### src/rtl/ics_pkg.sv
package ics_pkg;

    localparam int FIELD_W = 5;
    localparam int SEL_W   = 3;
    localparam int CODE_W  = 2;
    localparam int CNT_W   = 2;

    typedef struct packed {
        logic [SEL_W-1:0]  src;
        logic [CODE_W-1:0] code;
    } ics_field_t;

    // Last count value of an output period (ratio minus one).
    function automatic logic [CNT_W-1:0] period_last(input logic [CODE_W-1:0] code,
                                                      input bit ext);
        logic [CNT_W-1:0] r;
        case (code)
            2'd0:    r = 2'd0;
            2'd1:    r = 2'd3;
            2'd2:    r = ext ? 2'd2 : 2'd0;
            default: r = 2'd1;
        endcase
        return r;
    endfunction

endpackage

### src/rtl/ics_cfg_reg.sv
module ics_cfg_reg #(
    parameter int WIDTH = 30
) (
    input  logic             clk,
    input  logic             rst,
    input  logic             wr_en,
    input  logic [WIDTH-1:0] wr_data,
    output logic [WIDTH-1:0] q
);

    always_ff @(posedge clk) begin
        if (rst)        q <= '0;
        else if (wr_en) q <= wr_data;
    end


    readback_chk: assert property (@(posedge clk) disable iff (rst)
        wr_en |=> (q == $past(wr_data)));

endmodule

### src/rtl/ics_consumer.sv
module ics_consumer
    import ics_pkg::*;
#(
    parameter int NUM_SRC = 7,
    parameter bit EXT     = 1'b0
) (
    input  logic               clk,
    input  logic               rst,
    input  ics_field_t         field,
    input  logic [NUM_SRC-1:0] src_tick,
    output logic               out_en
);

    ics_field_t       act;
    ics_field_t       eff;
    logic [CNT_W-1:0] cnt;
    logic [CNT_W-1:0] last;
    logic             tick;

    // New settings are taken only at a period boundary (count at zero).
    always_comb begin
        eff  = (cnt == '0) ? field : act;
        last = period_last(eff.code, EXT);
        tick = 1'b0;
        for (int i = 0; i < NUM_SRC; i++) begin
            if (eff.src == SEL_W'(i + 1)) tick = src_tick[i];
        end
    end

    always_ff @(posedge clk) begin
        if (rst) begin
            act    <= '0;
            cnt    <= '0;
            out_en <= 1'b0;
        end else begin
            act <= eff;
            if (tick && cnt == last) begin
                cnt    <= '0;
                out_en <= 1'b1;
            end else begin
                out_en <= 1'b0;
                if (tick) cnt <= cnt + 1'b1;
            end
        end
    end


    cnt_bound_chk: assert property (@(posedge clk) disable iff (rst)
        cnt <= last);


    no_div3_chk: assert property (@(posedge clk) disable iff (rst)
        !(EXT == 1'b0 && last == 2'd2));


    cfg_hold_chk: assert property (@(posedge clk) disable iff (rst)
        (cnt != '0) |=> $stable(act));


    off_quiet_chk: assert property (@(posedge clk) disable iff (rst)
        (field.src == '0 && cnt == '0) |=> !out_en);


    unit_ratio_chk: assert property (@(posedge clk) disable iff (rst)
        (tick && last == '0) |=> out_en);

endmodule

### src/rtl/ics_mux_div.sv
module ics_mux_div
    import ics_pkg::*;
#(
    parameter int NUM_CONS    = 6,
    parameter int NUM_GEN     = 6,
    parameter bit EXT_VARIANT = 1'b0
) (
    input  logic                          clk,
    input  logic                          rst,
    input  logic                          cfg_wr_en,
    input  logic [NUM_CONS*FIELD_W-1:0]   cfg_wr_data,
    output logic [NUM_CONS*FIELD_W-1:0]   cfg_rd_data,
    input  logic [NUM_GEN:0]              src_tick,
    output logic [NUM_CONS-1:0]           cons_en
);

    localparam int REG_W   = NUM_CONS * FIELD_W;
    localparam int NUM_SRC = NUM_GEN + 1;

    logic [REG_W-1:0] cfg_q;

    ics_cfg_reg #(.WIDTH(REG_W)) cfg_i (
        .clk     (clk),
        .rst     (rst),
        .wr_en   (cfg_wr_en),
        .wr_data (cfg_wr_data),
        .q       (cfg_q)
    );

    assign cfg_rd_data = cfg_q;

    for (genvar g = 0; g < NUM_CONS; g++) begin : g_cons
        ics_field_t fld;
        assign fld = ics_field_t'(cfg_q[FIELD_W*g +: FIELD_W]);

        ics_consumer #(.NUM_SRC(NUM_SRC), .EXT(EXT_VARIANT)) cons_i (
            .clk      (clk),
            .rst      (rst),
            .field    (fld),
            .src_tick (src_tick),
            .out_en   (cons_en[g])
        );
    end

endmodule

### config.mk
export PLATFORM = sky130hd
export DESIGN_NAME = ics_mux_div
export DESIGN_NICKNAME = d
export VERILOG_FILES = /design/src/rtl/ics_pkg.sv /design/src/rtl/ics_cfg_reg.sv /design/src/rtl/ics_consumer.sv /design/src/rtl/ics_mux_div.sv
export SDC_FILE = /design/constraint.sdc
export NUM_CORES = 1
export LEC_CHECK = 0
export BUFFER_PORTS_ARGS = -buffer_cell sky130_fd_sc_hd__buf_4
export CORE_MARGIN = 2
export CORE_UTILIZATION = 50
export DETAILED_ROUTE_END_ITERATION = 10
export GPL_TIMING_DRIVEN = 0
export PLACE_DENSITY = 0.73
export SLEW_MARGIN = 20
export SYNTH_ARGS = -nofsm -noshare
export SYNTH_HDL_FRONTEND = slang
export SYNTH_SLANG_ARGS = --single-unit
### constraint.sdc
create_clock -name clk -period 3.4 [get_ports clk]
set_input_delay 0.68 -clock clk [delete_from_list [all_inputs] [get_ports clk]]
set_output_delay 0.68 -clock clk [all_outputs]
set_load 0.05 [all_outputs]
==> impl_metrics.tcl, run 1 <==
set metrics [dict create \
    synth_top_family_by_area "multiplexers" \
    cp_max_fo 9 \
    wl_per_cell_um 14.5 \
    powerDensity_nw_per_um2 449 \
    ctsResizeCount 0 \
    worstReg2RegStart "g_cons[4].cons_i.cnt[0]" \
    synth.cell_area_um2 3820 \
    async_reset_ff_share_pct 0 \
    rsz0062_at_grt "false" \
    start_util_pct 52.1 \
    viasPerCell 5.32 \
    syn_inst 408 \
    ff2ff_path_depth 8 \
    max_freq_mhz 451 \
    grt.overflow.total 0 \
    synth-main-ff-cell "dfxtp_1" \
    synth_edf_count 0 \
    cts_max_level 3 \
    finClkSkew_ns 0.00898 \
    synth-xor-area-share_pct 0.229 \
    cp-start-kind "flop" \
    hold_path.startpoint "g_cons[5].cons_i.act[1]" \
    cp_slowest_stage_delay_ns 0.43 \
    final-hold-violation-count 0 \
    ant_nets 0 \
    num-nets-final 539 \
    fill_cells 636 \
    final_cell_mix "82 x buf_4, 78 x dfxtp_1, 69 x nor2_1" \
    antenna_cells 0 \
    totalWireLength_um 8650 \
    postCtsHoldBufs 0 \
    synthDistinctLibCells 52 \
    postSynthAreaPerCell_um2 9.36 \
    synth.area.mux_share_pct 21.7 \
    crit_chain "inv_1 > ha_1 > buf_2 > mux2i_1 > mux2i_1 > o22ai_1 > a22oi_1 > mux2i_1" \
    drv_cap 0 \
    drv_slew 0 \
    pin_count 76 \
    outcome "finished, final reports clean" \
    ys_seq_area_share_pct 40.9 \
    worst_ep_arrival_time_ns 2.49 \
    worstPathRequired_ns 3.67 \
    post-dp-hpwl_um 6300 \
    rows 31 \
    dieArea_um2 8350 \
    chipHeight_um 91.4 \
    clock-root-buffer "clkbuf_8" \
    r2r-end "g_cons[4].cons_i.cnt[1]" \
    holdPathEnd "g_cons[5].cons_i.act[1]" \
    grt_usage_pct 21.6 \
    syn_to_final_growth_pct 23.0 \
    gpl.final_weighted_congestion 0.813 \
    setup.worst_path.end_class "flop" \
    first_pass_iters 4 \
    synth_compound_area_share_pct 10.7 \
    path_clk_slew_ns 0.08 \
    grt_pass1_vias 2998 \
    p_leak_nw 2.19 \
    synth-seq-cells 78 \
    drc 0 \
    mostFrequentLayoutCell "buf_4" \
    tritoncts "yes" \
    cts.sinks 78 \
    cts_setup_buffers 0 \
    yosysWarnings 0 \
    tns_ns 0 \
    synth_nets 454 \
    grt_max_degree 13 \
    post-route-min-period_ns 2.22 \
    core_area_um2 7330 \
    worst_pin_slew_ns 0.824 \
    vias 3177 \
    cts_buffers 9 \
    finalCritPeriodShare_pct 65.2 \
    ir_drop_mv 0.299 \
    min-delay-path-class "flop to flop" \
    cpMostUsedCell "mux2i_1" \
    crit_slowest_cell "a22oi_1" \
    path_buf_inv 2 \
    antenna_found_initial 0 \
    drtIter0Drc 114 \
    finalSetupViolCount 0 \
    relSlewSlack_pct 45.1 \
    holdPathStages 2 \
    final_util_pct 64.1 \
    io_buffers 74 \
    drive_gt1_share_pct 23.7 \
    dieWidth_um 91.4 \
    rrSetupSlack_ns 1.18 \
    clk_latency_ns 0.35 \
    synthSimpleGateAreaFrac_pct 19.0 \
    path_delay_family "multiplexers" \
    yosys.area_share.adder_pct 1.97 \
    power_mw 2.11 \
    criticalPathCategory "flop to flop" \
    clock_path_buffers 2 \
    grt_pass1_wl_um 14400 \
]
[how the worst max path moves through the flow]
stage	start	end	slack, ns	depth (start not counted)
6_report	g_cons[4].cons_i.cnt[0]	g_cons[4].cons_i.cnt[1]	1.18	8
5_1_grt	g_cons[4].cons_i.cnt[1]	g_cons[4].cons_i.cnt[1]	1.02	8
4_1_cts	g_cons[4].cons_i.cnt[0]	g_cons[4].cons_i.cnt[1]	1.18	8
3_5_place_dp	g_cons[4].cons_i.cnt[0]	g_cons[4].cons_i.cnt[1]	1.24	8
3_3_place_gp	g_cons[4].cons_i.cnt[0]	g_cons[4].cons_i.cnt[1]	1.36	8
2_1_floorplan	g_cons[2].cons_i.cnt[0]	g_cons[2].cons_i.cnt[0]	1.51	8
[worst min-delay path, cell delays in order (launching register included)]
cell	delay, ns
dfxtp_1	0.31
mux2i_1	0.08
nor2_1	0.08
[logic make-up (layout without fill, tap and decap cells)]
| kind of cell | Yosys count | in the layout |
|---|---|---|
| adders and majority gates | 6 | 6 |
| buffers and inverters | 41 | 131 |
| muxes | 78 | 78 |
| and+or+nand+nor | 146 | 146 |
| xor gates and xnor gates | 1 | 1 |
| DFF | 78 | 78 |
| AOI/OAI and AO/OA | 58 | 58 |
[layout make-up]
| class | instances | area (um2) | area share, % |
|---|---|---|---|
| Sequential cell | 78 | 1560 | 33.2 |
| Multi-Input combinational cell | 289 | 2050 | 43.6 |
| Inverter | 16 | 60.1 | 1.28 |
| Clock buffer | 12 | 155 | 3.30 |
| Clock inverter | 4 | 45.0 | 0.958 |
| Buffer | 25 | 148 | 3.14 |
| Timing Repair Buffer | 74 | 556 | 11.8 |
| Tap cell | 99 | 124 | 2.64 |
[through the flow]
| step | area [um2] | setup slack [ns] | std cells | hold slack [ns] |
|---|---|---|---|---|
| finish | 4700 | 1.18 | 597 | 0.507 |
| global route | 4700 | 1.02 | 597 | 0.541 |
| CTS | 4700 | 1.18 | 597 | 0.514 |
| detailed placement | 4500 | 1.24 | 581 | 0.494 |
| global placement | 4500 | 1.36 | 581 | 0.490 |
| floorplan | 3820 | 1.51 | 408 | 0.467 |
[flip-flops by register name (all words and copies together) (netlist names)]
register	flops
g_cons.cons_i.act	30
g_cons.cons_i.cnt	12
g_cons.cons_i.out_en	6
cfg_i.q	30
[layer usage]
layer	up-vias	part of all wire [%]	track usage [%]
met5	-	0	0
met4	0	1.5	7.45
met3	10	4.5	5.81
met2	81	49	36.5
met1	1492	45	26.5
li1	1594	-	-
[synth_stat cells, drive strengths merged, types with 4 or more instances]
cell type,count,area share [%]
nand3b,4,0.79
mux2i,70,19
a211oi,4,0.92
ha,6,2.0
dfxtp,78,41
buf,17,3.1
nor3,7,0.92
o22ai,6,0.98
clkbuf,8,0.79
nor4,4,0.65
inv,16,1.6
o21ai,12,1.6
mux2,8,2.8
nand2b,20,3.3
a21oi,11,1.4
o211ai,4,0.79
nor2,69,6.8
nand2,13,1.3
nor2b,13,2.1
[where the power goes]
| group | leakage, nW | internal (mW) | switching [mW] | total, mW |
|---|---|---|---|---|
| Sequential | 0.639 | 0.957 | 0.0352 | 0.993 |
| Clock | 0.106 | 0.376 | 0.327 | 0.703 |
| Combinational | 1.44 | 0.172 | 0.241 | 0.413 |
Note: power is estimated with default switching activity, not from simulation.
==> inputs of run 2 (changes only) <==
ABC_AREA = 1   (was default)
CORE_UTILIZATION = 49   (was 50)
PLACE_DENSITY = 0.75   (was 0.73)
clock period = 1.81 ns   (was 3.4 ns; I/O delays follow)
==> run 2 against run 1 <==
  * Total power increased to 3.2 times the previous value
  * Via count rose by 21%
  * Clock skew up 0.0021 ns
  * Setup slack got worse by 1.1 ns
  * Design area is 0.99% lower
  * Die area decreased by 2.9%
  * First-iteration DRC count up 83%
  * Cell count is 23% higher
  * Non-clock buffer count decreased by 6
  * Routed wire length increased by 16%
==> impl_metrics.tcl, run 2 <==
set metrics [dict create \
    outcome "finished, final reports clean" \
    synth.cell_area_um2 3630 \
    ys_seq_area_share_pct 43.0 \
    synth_edf_count 0 \
    p_clk_share_pct 21.5 \
    gr-max-usage-layer "met2" \
    finalCritPeriodShare_pct 93.2 \
    ir_drop_mv 0.805 \
    dieArea_um2 8110 \
    fill_cells 683 \
    min-delay-path-class "input port to flop" \
    syn_inst 550 \
    post-place-ws_ns 0.00230 \
    pin_count 76 \
    placed_area_um2 4300 \
    pwr-share-comb_pct 46.0 \
    ff2ff_path_depth 12 \
    start_util_pct 50.3 \
    worst_pin_slew_ns 0.758 \
    chipHeight_um 90.1 \
    yosys.area.top_type_share_pct 43.0 \
    met2_usage_pct 41.7 \
    globalRouteMet3Util_pct 3.94 \
    p_int_mw 3.96 \
    core_area_um2 7210 \
    yosysWarnings 0 \
    p_seq_share_pct 32.4 \
    synth-seq-cells 78 \
    synth_nets 596 \
    grt_pass1_vias 3506 \
    rows 31 \
    max_freq_mhz 593 \
    synth_top_area_cell "dfxtp_1" \
    finalNonFillerCells 737 \
    netSwitchingFraction_pct 41.5 \
    ant_nets 0 \
    first_pass_iters 5 \
    totalWireLength_um 10000 \
    clock-root-buffer "clkbuf_8" \
    dieWidth_um 90.1 \
    syn_to_final_growth_pct 28.2 \
    viasPerCell 5.23 \
    grt_usage_pct 24.0 \
    finalSetupViolCount 0 \
    reg.largest.list "cfg_i.q x30, g_cons.cons_i.act x30, g_cons.cons_i.cnt x12" \
    io_buffers 73 \
    cts.sinks 78 \
    final-hold-violation-count 0 \
    postSynthAreaPerCell_um2 6.60 \
    synthDistinctLibCells 19 \
    crit_chain "inv_1 > ha_2 > inv_2 > nand2_1 > nand2_1 > nand2_1 > nand2_1 > nand2_1 > nor2_1 > nand3_2 > nand2_1 > a21oi_1" \
    grt_use_met1_pct 29.6 \
    grt.overflow.total 0 \
    yosys-top-cells-area "dfxtp_1 43%, nand2_1 16%, nand3_1 11%" \
    cts_buffers 9 \
    criticalPathCategory "flop to flop" \
    p_switching_mw 2.82 \
    grt_max_degree 13 \
    cts_max_level 3 \
    clk_latency_ns 0.34 \
    drive_gt1_share_pct 22.4 \
    ys_top_cells_by_count "154 x nand2_1, 79 x nor2_1, 78 x dfxtp_1, 77 x nand3_1, 60 x inv_1" \
    ctsResizeCount 3 \
    path_buf_inv 2 \
    drc 0 \
    antenna_found_initial 0 \
    gpl.final_weighted_congestion 0.880 \
    mostFrequentLayoutCell "nand2_1" \
    cp_slowest_stage_delay_ns 0.36 \
    synth-main-ff-cell "dfxtp_1" \
    post-dp-hpwl_um 6980 \
    drv_cap 0 \
    tritoncts "yes" \
    p_leak_nw 2.26 \
    fin_area_um2 4650 \
    crit_slowest_cell "dfxtp_1" \
    post-route-min-period_ns 1.69 \
    num-nets-final 680 \
    dp_cells 722 \
    synth_most_common_cell "nand2_1" \
    clock_path_buffers 2 \
    drv_slew 0 \
    holdPathStages 3 \
    vias 3856 \
    final_util_pct 64.5 \
    powerDensity_nw_per_um2 1460 \
    grt_pass1_wl_um 16000 \
    cp_num_cells 12 \
    drtIter0Drc 209 \
    path_delay_family "simple AND/OR/NAND/NOR gates" \
    antenna_cells 0 \
    worst_slack_ns 0.123 \
    cp-start-kind "flop" \
    finClkSkew_ns 0.0110 \
    postCtsHoldBufs 0 \
    cp_max_fo 7 \
    final_cell_mix "142 x nand2_1, 80 x buf_4, 78 x nor2_1" \
    relSlewSlack_pct 49.4 \
    cts_setup_buffers 0 \
    cpMostUsedCell "nand2_1" \
    async_reset_ff_share_pct 0 \
    path_clk_slew_ns 0.08 \
    wl_per_cell_um 13.6 \
    worst_ep_arrival_time_ns 1.92 \
    worstPathRequired_ns 2.05 \
    setup.worst_path.end_class "flop" \
]
[run 2: final cells by class]
type,count,area [um2],area share (%)
buffer,20,103,2.20
timing repair buffer,73,548,11.8
tap,99,124,2.66
clock inverter,4,70.1,1.51
multi-input combinational,389,1850,39.8
inverter,63,239,5.14
clock buffer,11,151,3.25
sequential,78,1560,33.6
[run 2: worst paths after layout]
kind	from	to	slack (ns)
worst max-delay path	g_cons[0].cons_i.cnt[0]	g_cons[0].cons_i.cnt[1]	0.12
worst min-delay path	cfg_wr_data[23]	cfg_i.q[23]	0.24
worst max register to register	g_cons[0].cons_i.cnt[0]	g_cons[0].cons_i.cnt[1]	0.12
worst min register to register	g_cons[3].cons_i.cnt[0]	g_cons[3].cons_i.cnt[0]	0.47
[run 2: power groups by stage]
| stage | Combinational (mW) | Sequential, mW | Clock, mW |
|---|---|---|---|
| 2_1_floorplan | 2.02 | 2.35 | 0 |
| 3_5_place_dp | 2.79 | 2.23 | 0 |
| 3_3_place_gp | 2.71 | 2.22 | 0 |
| 5_1_grt | 3.47 | 2.23 | 1.55 |
| 4_1_cts | 2.83 | 2.19 | 1.47 |
| 6_report | 3.12 | 2.20 | 1.46 |
[run 2: layer usage]
layer	share of wire [%]	routed length [um]
met5	0	0
met4	2.2	223
met3	7.2	724
met2	50	5000
met1	41	4070
[run 2: worst register-to-register path, delay by kind of cell, from the launching register on]
kind	cells	cell delay (ns)
buffers and inverters	2	0.19
and+or+nand+nor	8	0.74
adders and majority gates	1	0.23
DFF	1	0.36
AOI/OAI and AO/OA	1	0.05
[run 2: per-stage QoR]
stage               TNS (ns)  hold WS, ns  power [mW]
finish                     0        0.241        6.78
global route        -0.00152        0.247        7.25
CTS                        0        0.240        6.50
detailed placement         0        0.467        5.02
global placement           0        0.457        4.93
floorplan                  0        0.448        4.37
[run 2: kinds of logic (layout without fill, tap and decap cells)]
| family | Yosys count | in the layout | share of synthesized area, % |
|---|---|---|---|
| and+or+nand+nor | 318 | 318 | 36.4 |
| adders and majority gates | 6 | 6 | 2.07 |
| AOI/OAI and AO/OA | 65 | 65 | 9.14 |
| DFF | 78 | 78 | 43.0 |
| buffers and inverters | 83 | 171 | 9.34 |
